`src/rtl/psb_pkg.sv`:
```
package psb_pkg;
    typedef enum logic [1:0] {
        CLS_INT = 2'b00,
        CLS_FP  = 2'b01,
        CLS_VEC = 2'b10,
        CLS_MSC = 2'b11
    } reg_cls_e;
endpackage

```
`src/rtl/psb_decode.sv`:
```
// Turns one update request into a one-hot write mask over the ready vector.
module psb_decode #(
    parameter int NUM_REGS   = 48,
    parameter int IDX_W      = 6,
    parameter int LIDX_W     = 6,
    parameter int ZERO_IDX   = 0,
    parameter bit GUARD_ZERO = 1'b0
) (
    input  logic              vld,
    input  logic [IDX_W-1:0]  flat,
    input  logic [1:0]        cls,
    input  logic [LIDX_W-1:0] lidx,
    input  logic              fixed,
    output logic              bad_idx,
    output logic [NUM_REGS-1:0] mask
);
    import psb_pkg::*;

    logic in_range;
    logic zero_hit;

    always_comb begin
        in_range = (int'(flat) < NUM_REGS);
        bad_idx  = vld && !in_range;
        zero_hit = GUARD_ZERO && (cls == CLS_INT) && (lidx == LIDX_W'(ZERO_IDX));
        mask     = '0;
        for (int i = 0; i < NUM_REGS; i++) begin
            if (vld && !fixed && in_range && !zero_hit && (int'(flat) == i))
                mask[i] = 1'b1;
        end
    end
endmodule

```
`src/rtl/psb_query.sv`:
```
// One readiness query port: fixed-mapping bypass plus range-checked lookup.
module psb_query #(
    parameter int NUM_REGS = 48,
    parameter int IDX_W    = 6
) (
    input  logic [NUM_REGS-1:0] ready_vec,
    input  logic                vld,
    input  logic [IDX_W-1:0]    flat,
    input  logic                fixed,
    output logic                ready,
    output logic                bad_idx
);
    logic in_range;

    always_comb begin
        in_range = (int'(flat) < NUM_REGS);
        bad_idx  = vld && !in_range;
        ready    = 1'b0;
        if (fixed)
            ready = 1'b1;
        else if (in_range)
            ready = ready_vec[flat];
    end
endmodule

```
`src/rtl/regready_scoreboard.sv`:
```
module regready_scoreboard #(
    parameter int NUM_REGS  = 48,
    parameter int ZERO_IDX  = 0,
    parameter int RD_PORTS  = 2,
    parameter int SET_PORTS = 2,
    parameter int CLR_PORTS = 2,
    parameter int LIDX_W    = 6,
    localparam int IDX_W    = $clog2(NUM_REGS)
) (
    input  logic                              clk,
    input  logic                              rst_n,
    input  logic [RD_PORTS-1:0]               rd_vld,
    input  logic [RD_PORTS-1:0][IDX_W-1:0]    rd_flat,
    input  logic [RD_PORTS-1:0][1:0]          rd_cls,
    input  logic [RD_PORTS-1:0][LIDX_W-1:0]   rd_lidx,
    input  logic [RD_PORTS-1:0]               rd_fixed,
    output logic [RD_PORTS-1:0]               rd_ready,
    input  logic [SET_PORTS-1:0]              set_vld,
    input  logic [SET_PORTS-1:0][IDX_W-1:0]   set_flat,
    input  logic [SET_PORTS-1:0]              set_fixed,
    input  logic [CLR_PORTS-1:0]              clr_vld,
    input  logic [CLR_PORTS-1:0][IDX_W-1:0]   clr_flat,
    input  logic [CLR_PORTS-1:0][1:0]         clr_cls,
    input  logic [CLR_PORTS-1:0][LIDX_W-1:0]  clr_lidx,
    input  logic [CLR_PORTS-1:0]              clr_fixed,
    output logic                              range_err
);
    typedef struct packed {
        logic [NUM_REGS-1:0] ready;
    } sb_state_t;

    sb_state_t st_d, st_q;

    logic [SET_PORTS-1:0][NUM_REGS-1:0] set_mask;
    logic [CLR_PORTS-1:0][NUM_REGS-1:0] clr_mask;
    logic [SET_PORTS-1:0] set_bad;
    logic [CLR_PORTS-1:0] clr_bad;
    logic [RD_PORTS-1:0]  rd_bad;
    logic [NUM_REGS-1:0]  set_any, clr_any, ready_q;

    // The class and local index do not matter for set requests.
    for (genvar s = 0; s < SET_PORTS; s++) begin : g_set
        psb_decode #(
            .NUM_REGS(NUM_REGS), .IDX_W(IDX_W), .LIDX_W(LIDX_W),
            .ZERO_IDX(ZERO_IDX), .GUARD_ZERO(1'b0)
        ) i_dec (
            .vld(set_vld[s]), .flat(set_flat[s]), .cls(2'b00),
            .lidx('0), .fixed(set_fixed[s]),
            .bad_idx(set_bad[s]), .mask(set_mask[s])
        );
    end

    for (genvar c = 0; c < CLR_PORTS; c++) begin : g_clr
        psb_decode #(
            .NUM_REGS(NUM_REGS), .IDX_W(IDX_W), .LIDX_W(LIDX_W),
            .ZERO_IDX(ZERO_IDX), .GUARD_ZERO(1'b1)
        ) i_dec (
            .vld(clr_vld[c]), .flat(clr_flat[c]), .cls(clr_cls[c]),
            .lidx(clr_lidx[c]), .fixed(clr_fixed[c]),
            .bad_idx(clr_bad[c]), .mask(clr_mask[c])
        );
    end

    for (genvar r = 0; r < RD_PORTS; r++) begin : g_rd
        psb_query #(.NUM_REGS(NUM_REGS), .IDX_W(IDX_W)) i_qry (
            .ready_vec(st_q.ready), .vld(rd_vld[r]), .flat(rd_flat[r]),
            .fixed(rd_fixed[r]), .ready(rd_ready[r]), .bad_idx(rd_bad[r])
        );
    end

    always_comb begin
        set_any = '0;
        clr_any = '0;
        for (int s = 0; s < SET_PORTS; s++) set_any |= set_mask[s];
        for (int c = 0; c < CLR_PORTS; c++) clr_any |= clr_mask[c];
        st_d       = st_q;
        // A clear from allocation wins over a set in the same cycle.
        st_d.ready = (st_q.ready | set_any) & ~clr_any;
        range_err  = (|set_bad) | (|clr_bad) | (|rd_bad);
        ready_q    = st_q.ready;
    end

    always_ff @(posedge clk) begin
        if (!rst_n) st_q.ready <= '1;
        else        st_q       <= st_d;
    end

    // rd_cls and rd_lidx feed only the checker's zero-register property.
    logic unused_rd_desc;
    assign unused_rd_desc = ^{rd_cls, rd_lidx};
endmodule


```
`config.mk`:
```
export PLATFORM = sky130hd
export DESIGN_NAME = regready_scoreboard
export DESIGN_NICKNAME = d
export VERILOG_FILES = /design/src/rtl/psb_pkg.sv /design/src/rtl/psb_decode.sv /design/src/rtl/psb_query.sv /design/src/rtl/regready_scoreboard.sv
export SDC_FILE = /design/constraint.sdc
export NUM_CORES = 1
export LEC_CHECK = 0
export BUFFER_PORTS_ARGS = -buffer_cell sky130_fd_sc_hd__buf_4
export CAP_MARGIN = 20
export CELL_PAD_IN_SITES_DETAIL_PLACEMENT = 0
export CELL_PAD_IN_SITES_GLOBAL_PLACEMENT = 2
export CORE_MARGIN = 2
export CORE_UTILIZATION = 31
export DETAILED_ROUTE_END_ITERATION = 8
export PLACE_DENSITY = 0.82
export SLEW_MARGIN = 20
export SYNTH_ARGS = -nofsm -noshare
export SYNTH_HDL_FRONTEND = slang
export SYNTH_SLANG_ARGS = --single-unit
```
`constraint.sdc`:
```
create_clock -name clk -period 2.3 [get_ports clk]
set_input_delay 0.345 -clock clk [delete_from_list [all_inputs] [get_ports clk]]
set_output_delay 0.345 -clock clk [all_outputs]
set_load 0.005 [all_outputs]
```
* Word-level counts from Yosys, hierarchy flattened *
Cells that the tools add are included.
W data, S select, Z words.

word-level totals
  flip-flop bits (word level) = 48
  bits of input ports = 82
  output and inout port bits = 3
  word-level logic and storage cells = 637

cells by class
  order comparisons = 8
  equality and inequality tests = 188
  multiplexer cells = 200
  bitwise gates (word level) = 7
  reduce and logical (&&, ||, !) cells = 233

operators with widths
  kind                  count
  $eq A6 B6 Y1 const B  128
  $logic_and A1 B1 Y1   210
  $mux W1               198
  $eq A6 B5 Y1 const B  32
  $or A48 B48 Y48       3
  $eq A6 B4 Y1 const B  16
  $and A48 B48 Y48      1
  $eq A6 B3 Y1 const B  8
  $not A48 Y48          1
  $logic_not A6 Y1      6
  $lt A6 B6 Y1 const B  6
  $eq A6 B2 Y1 const B  4
  $lt A6 B7 Y1 const B  2
  $bmux W1 S6           2
  $logic_not A1 Y1      12
  $reduce_or A2 Y1      3
  $logic_not A2 Y1      2
  $or A1 B1 Y1          2

* Depth between registers and ports, before layout *
Gate-level depths: netlist (run 1).

  depth after elaboration = 9
  mapped depth = 8

* By module *
A second synthesis (run 1) with hierarchy kept.

second synthesis, totals
  cell total of the unflattened synthesis = 587
  area total of the unflattened synthesis = 5,017.3 um^2

by module, submodules not included
  module                           instances  cells each  area each (um^2)  sequential area each (um^2)
  regready_scoreboard              1          153         1,619.1           960.9
  psb_decode (g_clr[0].i_dec ...)  2          90          735.7             0.0
  psb_query                        2          49          503.0             0.0
  psb_decode (g_set[0].i_dec ...)  2          78          460.4             0.0

* Worst setup path after synthesis (run 1) *
Ideal clock, no wire load.

  kind = input -> output
  start point = input port rd_flat[6] (netlist bit)
  end point = output port rd_ready[1]
  arrival = 1.648 ns
  path slack = 0.307 ns
  stages on the path = 7
  cell sequence = buf_2 -> buf_2 -> mux4_2 -> nand2_1 -> nand4_1 -> and3_1 -> buf_4

between the ends
  word-level cells in the longest chain between the ends = 4

RTL lines
  item                           line                       RTL
  start: declaration             regready_scoreboard.sv:13  input logic [RD_PORTS-1:0][IDX_W-1:0] rd_flat,
  $bmux W1 S6                    psb_query.sv:22            ready = ready_vec[flat];
  $mux W1 (not written as such)  psb_query.sv:22
  $mux W1 (*)                    psb_query.sv:21            else if (in_range)
  $mux W1 (*)                    psb_query.sv:19            if (fixed)
  end: declaration               regready_scoreboard.sv:17  output logic [RD_PORTS-1:0] rd_ready,

Every way passes the cells marked *; elsewhere a longest branch is shown, timed or not. The select of a mux whose other input is x is not followed.

* Worst setup path after layout (run 1) *
  start point = register st_q, in the netlist ready_q[27]
  end point = output port rd_ready[0]

between the ends
  word-level cells in the longest chain between the ends = 4

RTL lines
  item                           line                       RTL
  start: declaration             regready_scoreboard.sv:32  sb_state_t st_d, st_q;
  start signal: assignment       regready_scoreboard.sv:85  else st_q <= st_d;
  $bmux W1 S6                    psb_query.sv:22
  $mux W1 (not written as such)  psb_query.sv:22
  $mux W1                        psb_query.sv:21
  $mux W1                        psb_query.sv:19

Every way passes these cells. The select of a mux whose other input is x is not followed.

==> results.py, run 1 <==
metrics = {
    "synth": {
        "synth_area_leaders": "dfxtp_1 (25%), o22ai_1 (12%), mux4_2 (8.8%)",
        "yosysSeqAreaShare_pct": 25.0,
        "synth_cells": 499,
        "synth_edf_count": 0,
        "yosysMostFrequentCell": "o22ai_1",
        "netlist.area_leader.share_pct": 25.0,
        "synth.ff_latch_count": 48,
        "netlist_area_um2": 3850,
        "ys_top_cells_by_count": "o22ai_1 (75), dfxtp_1 (48), nand2_1 (48)",
        "synth_area_leader_cell": "dfxtp_1",
        "ys_types": 48,
        "synthArstFlopShare_pct": 0,
        "syn_nets": 581,
        "synth_flop_cell": "dfxtp_1",
        "syn-mean-instance-area_um2": 7.71,
        "yosys_warnings": 0,
    },
    "clocking": {
        "cts_buffer_depth": 2,
        "cts_tree": "done",
        "path_clk_slew_ns": 0.06,
        "cts_hold_buffers": 0,
        "post_cts_resized": 0,
        "postCtsSetupBuffers": 0,
        "cts_buffers": 5,
        "clk_latency_ns": 0.29,
        "clock_sinks": 48,
        "htreeDepth": 2,
        "clock-root-buffer": "clkbuf_16",
    },
    "sta": {
        "fin_skew_ns": 0,
        "drv_slew": 0,
        "fmax_mhz": 457,
        "period_needed_ns": 2.19,
        "min_period_over_period_pct": 95.1,
        "hold_violations": 0,
        "finalSetupTns_ns": 0,
        "setup_viol": 0,
        "relSlewSlack_pct": 54.5,
        "rsz0062_at_grt": "false",
        "worst_pin_slew_ns": 0.683,
    },
    "pwr": {
        "p_int_mw": 1.51,
        "p_leak_nw": 1.43,
        "p_total_mw": 2.07,
        "p_switching_uw": 565,
        "clockPowerShare_pct": 38.8,
        "ir_drop_mv": 0.259,
        "p_seq_share_pct": 40.8,
        "p_per_area_nw_per_um2": 449,
        "power_frac_comb_pct": 20.4,
        "switching_share_pct": 27.3,
    },
    "worst_hold_path": {
        "hold_end": "ready_q[25]",
        "holdCritPathClass": "in2reg",
        "hp-start": "clr_flat[10]",
        "min_delay_path_depth": 3,
    },
    "worst_setup_path": {
        "crit_arrival_ns": 1.84,
        "crit_type": "reg2out",
        "r2r_end": "ready_q[28]",
        "reg2reg_from": "ready_q[28]",
        "r2r_setup_slack_ns": 1.37,
        "cp.required_ns": 1.96,
        "r2r_cells": 2,
        "crit_fanout": 3,
        "end_kind": "output pin",
        "startpoint_type": "flip-flop",
    },
    "routing": {
        "drtPass1Iterations": 5,
        "wirelength_mm": 15.8,
        "postRouteAntennaNets": 0,
        "viasPerCell": 6.40,
        "drc": 0,
        "wl_per_cell_um": 22.3,
        "drt_iter0_drc": 620,
        "num_vias": 4537,
    },
    "place": {
        "gp_congestion": 0.992,
        "port_buffers": 68,
        "dp_hpwl_mm": 12.1,
    },
    "final_layout": {
        "postLayoutCoreUtil_pct": 38.3,
        "area_growth_pct": 20.2,
        "drive_above_1_share_pct": 21.6,
        "layout.nets": 624,
        "n_antenna_cell": 0,
        "fill_cells": 1278,
        "largest_reg_flops": 48,
    },
    "global_route": {
        "grt_max_degree": 51,
        "track_usage_pct": 23.7,
        "first_global_vias": 4230,
        "grt_remaining_overflow": 0,
        "grt_pass1_wl_mm": 24.4,
        "antenna_found_initial": 0,
    },
    "die": {
        "die_h_um": 115,
        "ios": 85,
        "initial_core_util_pct": 31.9,
        "die-area_um2": 13300,
        "core_um2": 12100,
        "fp.dieW_um": 115,
        "rows": 40,
    },
    "outcome": {
        "status": "complete, no violations",
    },
    "flow_run": {
        "maxCapViolations": 0,
    },
}
[worst max path at each step]
| stage | start | end | slack (ns) |
|---|---|---|---|
| after global routing | rd_flat[6] | rd_ready[1] | 0.04 |
| after CTS | rd_flat[6] | rd_ready[1] | 0.13 |
| after floorplan | rd_flat[6] | rd_ready[1] | 0.31 |
| after detailed placement | rd_flat[6] | rd_ready[1] | 0.13 |
| after global placement | rd_flat[6] | rd_ready[1] | 0.11 |
| final | ready_q[27] | rd_ready[0] | 0.11 |
[cell usage in the layout (no fill, tap or decap), drive strengths merged, types with 2 or more instances in the layout]
cell type,count
buf,85
o22ai,75
nand2,48
dfxtp,48
o21ai,44
nor2,33
nor3,23
nor2b,18
nor4,18
nand3,18
mux2i,15
mux4,15
nand4,10
nand2b,9
nor3b,9
o32ai,8
nand3b,6
a221oi,6
o211ai,6
a31oi,5
and3,5
clkbuf,5
mux2,4
nand4b,3
and2b,3
or3,3
or4,3
o311ai,2
a41oi,2
a211oi,2
nand4bb,2
[power by group through the flow]
stage / Combinational (mW) / Sequential (mW) / Clock (mW)
after floorplan: 0.231 / 0.860 / 0
after global placement: 0.414 / 0.864 / 0
after detailed placement: 0.414 / 0.865 / 0
after CTS: 0.415 / 0.846 / 0.813
after global routing: 0.451 / 0.846 / 0.841
final: 0.423 / 0.846 / 0.806
[cell families (layout without fill, tap and decap cells)]
logic type,after synthesis,in the layout,synth area share [%]
buffers and inverters,50,92,6.01
AO/OA/AOI/OAI,154,154,25.5
AND/OR/NAND/NOR,213,213,29.6
multiplexers,34,34,13.8
flip-flops,48,48,25.0
[area by class of cell]
class	instances	area, um^2	area share, %
tap	168	210	4.55
clock buffer	5	125	2.71
clock inverter	1	30.0	0.649
multi-input combinational	401	2660	57.4
sequential	48	961	20.8
timing repair buffer	85	638	13.8
inverter	1	3.75	0.0812
[metrics by stage]
stage / setup WS (ns) / cell area, um^2 / hold WS, ns / cells
after floorplan: 0.307 / 3850 / 0.503 / 499
after global placement: 0.115 / 4470 / 0.520 / 703
after detailed placement: 0.131 / 4470 / 0.537 / 703
after CTS: 0.126 / 4620 / 0.444 / 709
after global routing: 0.0444 / 4620 / 0.487 / 709
final: 0.112 / 4620 / 0.449 / 709
[critical path, cell delays in order, from the launching register on]
cell and delay (ns):
dfxtp_1 0.34, mux4_2 0.48, o2111ai_1 0.28, nand4b_1 0.12
and3_1 0.19, buf_4 0.13
[layer usage]
metal  wire length [um]  vias up  track usage, %
li1                   -     2036               -
met1               6870     2199            33.6
met2               6860      273            36.1
met3               1750       29            4.97
met4                354        0            7.47
met5                  0        -               0
Power figures use the tool's default switching activity.
==> run 2: changes to the inputs <==
Settings changed: CORE_MARGIN 2 to unset, MAX_ROUTING_LAYER set to met4, PLACE_DENSITY 0.82 to 0.89.
==> results.py, run 2 (synthesized netlist as in run 1, its figures left out) <==
metrics = {
    "outcome": {
        "status": "complete, no violations",
    },
    "worst_setup_path": {
        "crit_fanout": 3,
        "r2r_cells": 2,
        "crit_start": "ready_q[20]",
        "end_kind": "output pin",
        "cp.required_ns": 1.96,
        "crit_family": "multiplexers",
        "cpPeakStageDelay_ns": 0.48,
        "crit_arrival_ns": 1.91,
        "r2r_setup_slack_ns": 1.43,
        "r2r_end": "ready_q[35]",
        "slowest_stage": "mux4_2",
        "crit_chain": "mux4_2 -> mux2i_1 -> or3_1 -> nand4b_1 -> and3_1 -> buf_4",
        "crit_type": "reg2out",
        "startpoint_type": "flip-flop",
        "crit_buf_inv": 1,
        "reg2reg_from": "ready_q[35]",
    },
    "sta": {
        "period_needed_ns": 2.25,
        "min_period_over_period_pct": 97.9,
        "rsz0062_at_grt": "false",
        "fmax_mhz": 444,
        "relSlewSlack_pct": 58.9,
        "worst_pin_slew_ns": 0.613,
        "setup_viol": 0,
        "timing.final.ws_setup_ns": 0.0493,
        "fin_skew_ns": 0,
        "hold_violations": 0,
        "finalSetupTns_ns": 0,
        "drv_slew": 0,
        "hold_slack_ns": 0.450,
    },
    "pwr": {
        "clockPowerShare_pct": 36.6,
        "power_frac_comb_pct": 20.8,
        "switching_share_pct": 27.2,
        "p_total_mw": 1.99,
        "p_seq_share_pct": 42.6,
        "p_per_area_nw_per_um2": 430,
        "p_leak_nw": 1.43,
        "ir_drop_mv": 0.254,
        "p_switching_uw": 540,
        "p_int_mw": 1.45,
    },
    "clocking": {
        "cts_hold_buffers": 0,
        "cts_buffers": 5,
        "post_cts_resized": 0,
        "cts_buffer_depth": 2,
        "clock_sinks": 48,
        "postCtsSetupBuffers": 0,
        "path_clk_slew_ns": 0.06,
        "cts_tree": "done",
        "htreeDepth": 2,
        "clk_latency_ns": 0.28,
        "clock-root-buffer": "clkbuf_16",
    },
    "routing": {
        "drt_iter0_drc": 551,
        "viasPerCell": 6.07,
        "drtPass1Iterations": 5,
        "wl_per_cell_um": 21.4,
        "postRouteAntennaNets": 0,
        "num_vias": 4319,
        "wirelength_mm": 15.2,
        "drc": 0,
    },
    "place": {
        "gp_congestion": 0.901,
        "dp_hpwl_mm": 11.9,
        "place_area_um2": 4470,
        "port_buffers": 68,
        "dp.cells": 703,
        "preCtsSetupSlack_ns": 0.0987,
    },
    "worst_hold_path": {
        "min_delay_path_depth": 3,
        "hold_end": "ready_q[25]",
        "hp-start": "clr_flat[10]",
        "holdCritPathClass": "in2reg",
    },
    "final_layout": {
        "final_cell_mix": "buf_4 (85), o22ai_1 (75), nand2_1 (48), dfxtp_1 (48), o21ai_0 (36)",
        "final_cells": 712,
        "drive_above_1_share_pct": 21.5,
        "final_area_um2": 4620,
        "layout_commonest_cell": "buf_4",
        "postLayoutCoreUtil_pct": 38.3,
        "largest_reg_flops": 48,
        "layout.nets": 624,
        "fill_cells": 1278,
        "area_growth_pct": 20.0,
    },
    "global_route": {
        "grt_max_degree": 51,
        "antenna_found_initial": 1,
        "first_global_vias": 4104,
        "grt_pass1_wl_mm": 23.3,
        "track_usage_pct": 24.7,
        "grt_remaining_overflow": 0,
    },
    "die": {
        "die_h_um": 113,
        "ios": 85,
        "rows": 40,
        "die-area_um2": 12900,
        "core_um2": 12100,
        "initial_core_util_pct": 31.9,
        "fp.dieW_um": 113,
    },
    "flow_run": {
        "maxCapViolations": 0,
    },
}
[run 2: changes by cell type in the layout (fill, tap and decap cells not counted), sizes merged]
cell,before,now
bufinv,1,0
diode,0,1
clkbuf,5,8
[run 2: power groups by stage]
stage | clock network, mW | logic (mW) | registers [mW]
after global routing | 0.760 | 0.444 | 0.846
after detailed placement | 0 | 0.407 | 0.864
after global placement | 0 | 0.404 | 0.864
after CTS | 0.730 | 0.408 | 0.846
final | 0.726 | 0.414 | 0.846
after floorplan | 0 | 0.231 | 0.860
[run 2: worst min-delay path: cells and delay by family]
family          cells  cell delay [ns]
compound gates      1             0.08
simple gates        1             0.15
buf+inv             1             0.10
[run 2: layout make-up]
type	instances	area, um^2	area share, %
inverter	1	3.75	0.0813
clock buffer	8	146	3.17
antenna	1	2.50	0.0542
tap	168	210	4.55
multi-input combinational	401	2660	57.5
sequential	48	961	20.8
timing repair buffer	85	638	13.8
[run 2: worst max-delay path by stage]
stage | to | cells past startpoint
after detailed placement | rd_ready[1] | 7
after CTS | rd_ready[1] | 7
after floorplan | rd_ready[1] | 7
final | rd_ready[1] | 6
after global routing | rd_ready[1] | 7
after global placement | rd_ready[1] | 7
[run 2: per-layer routing]
| layer | track usage (%) | wire, um |
|---|---|---|
| met1 | 32.8 | 6620 |
| met2 | 37.6 | 6690 |
| met3 | 5.84 | 1620 |
| met4 | 6.84 | 274 |
| met5 | - | 0 |
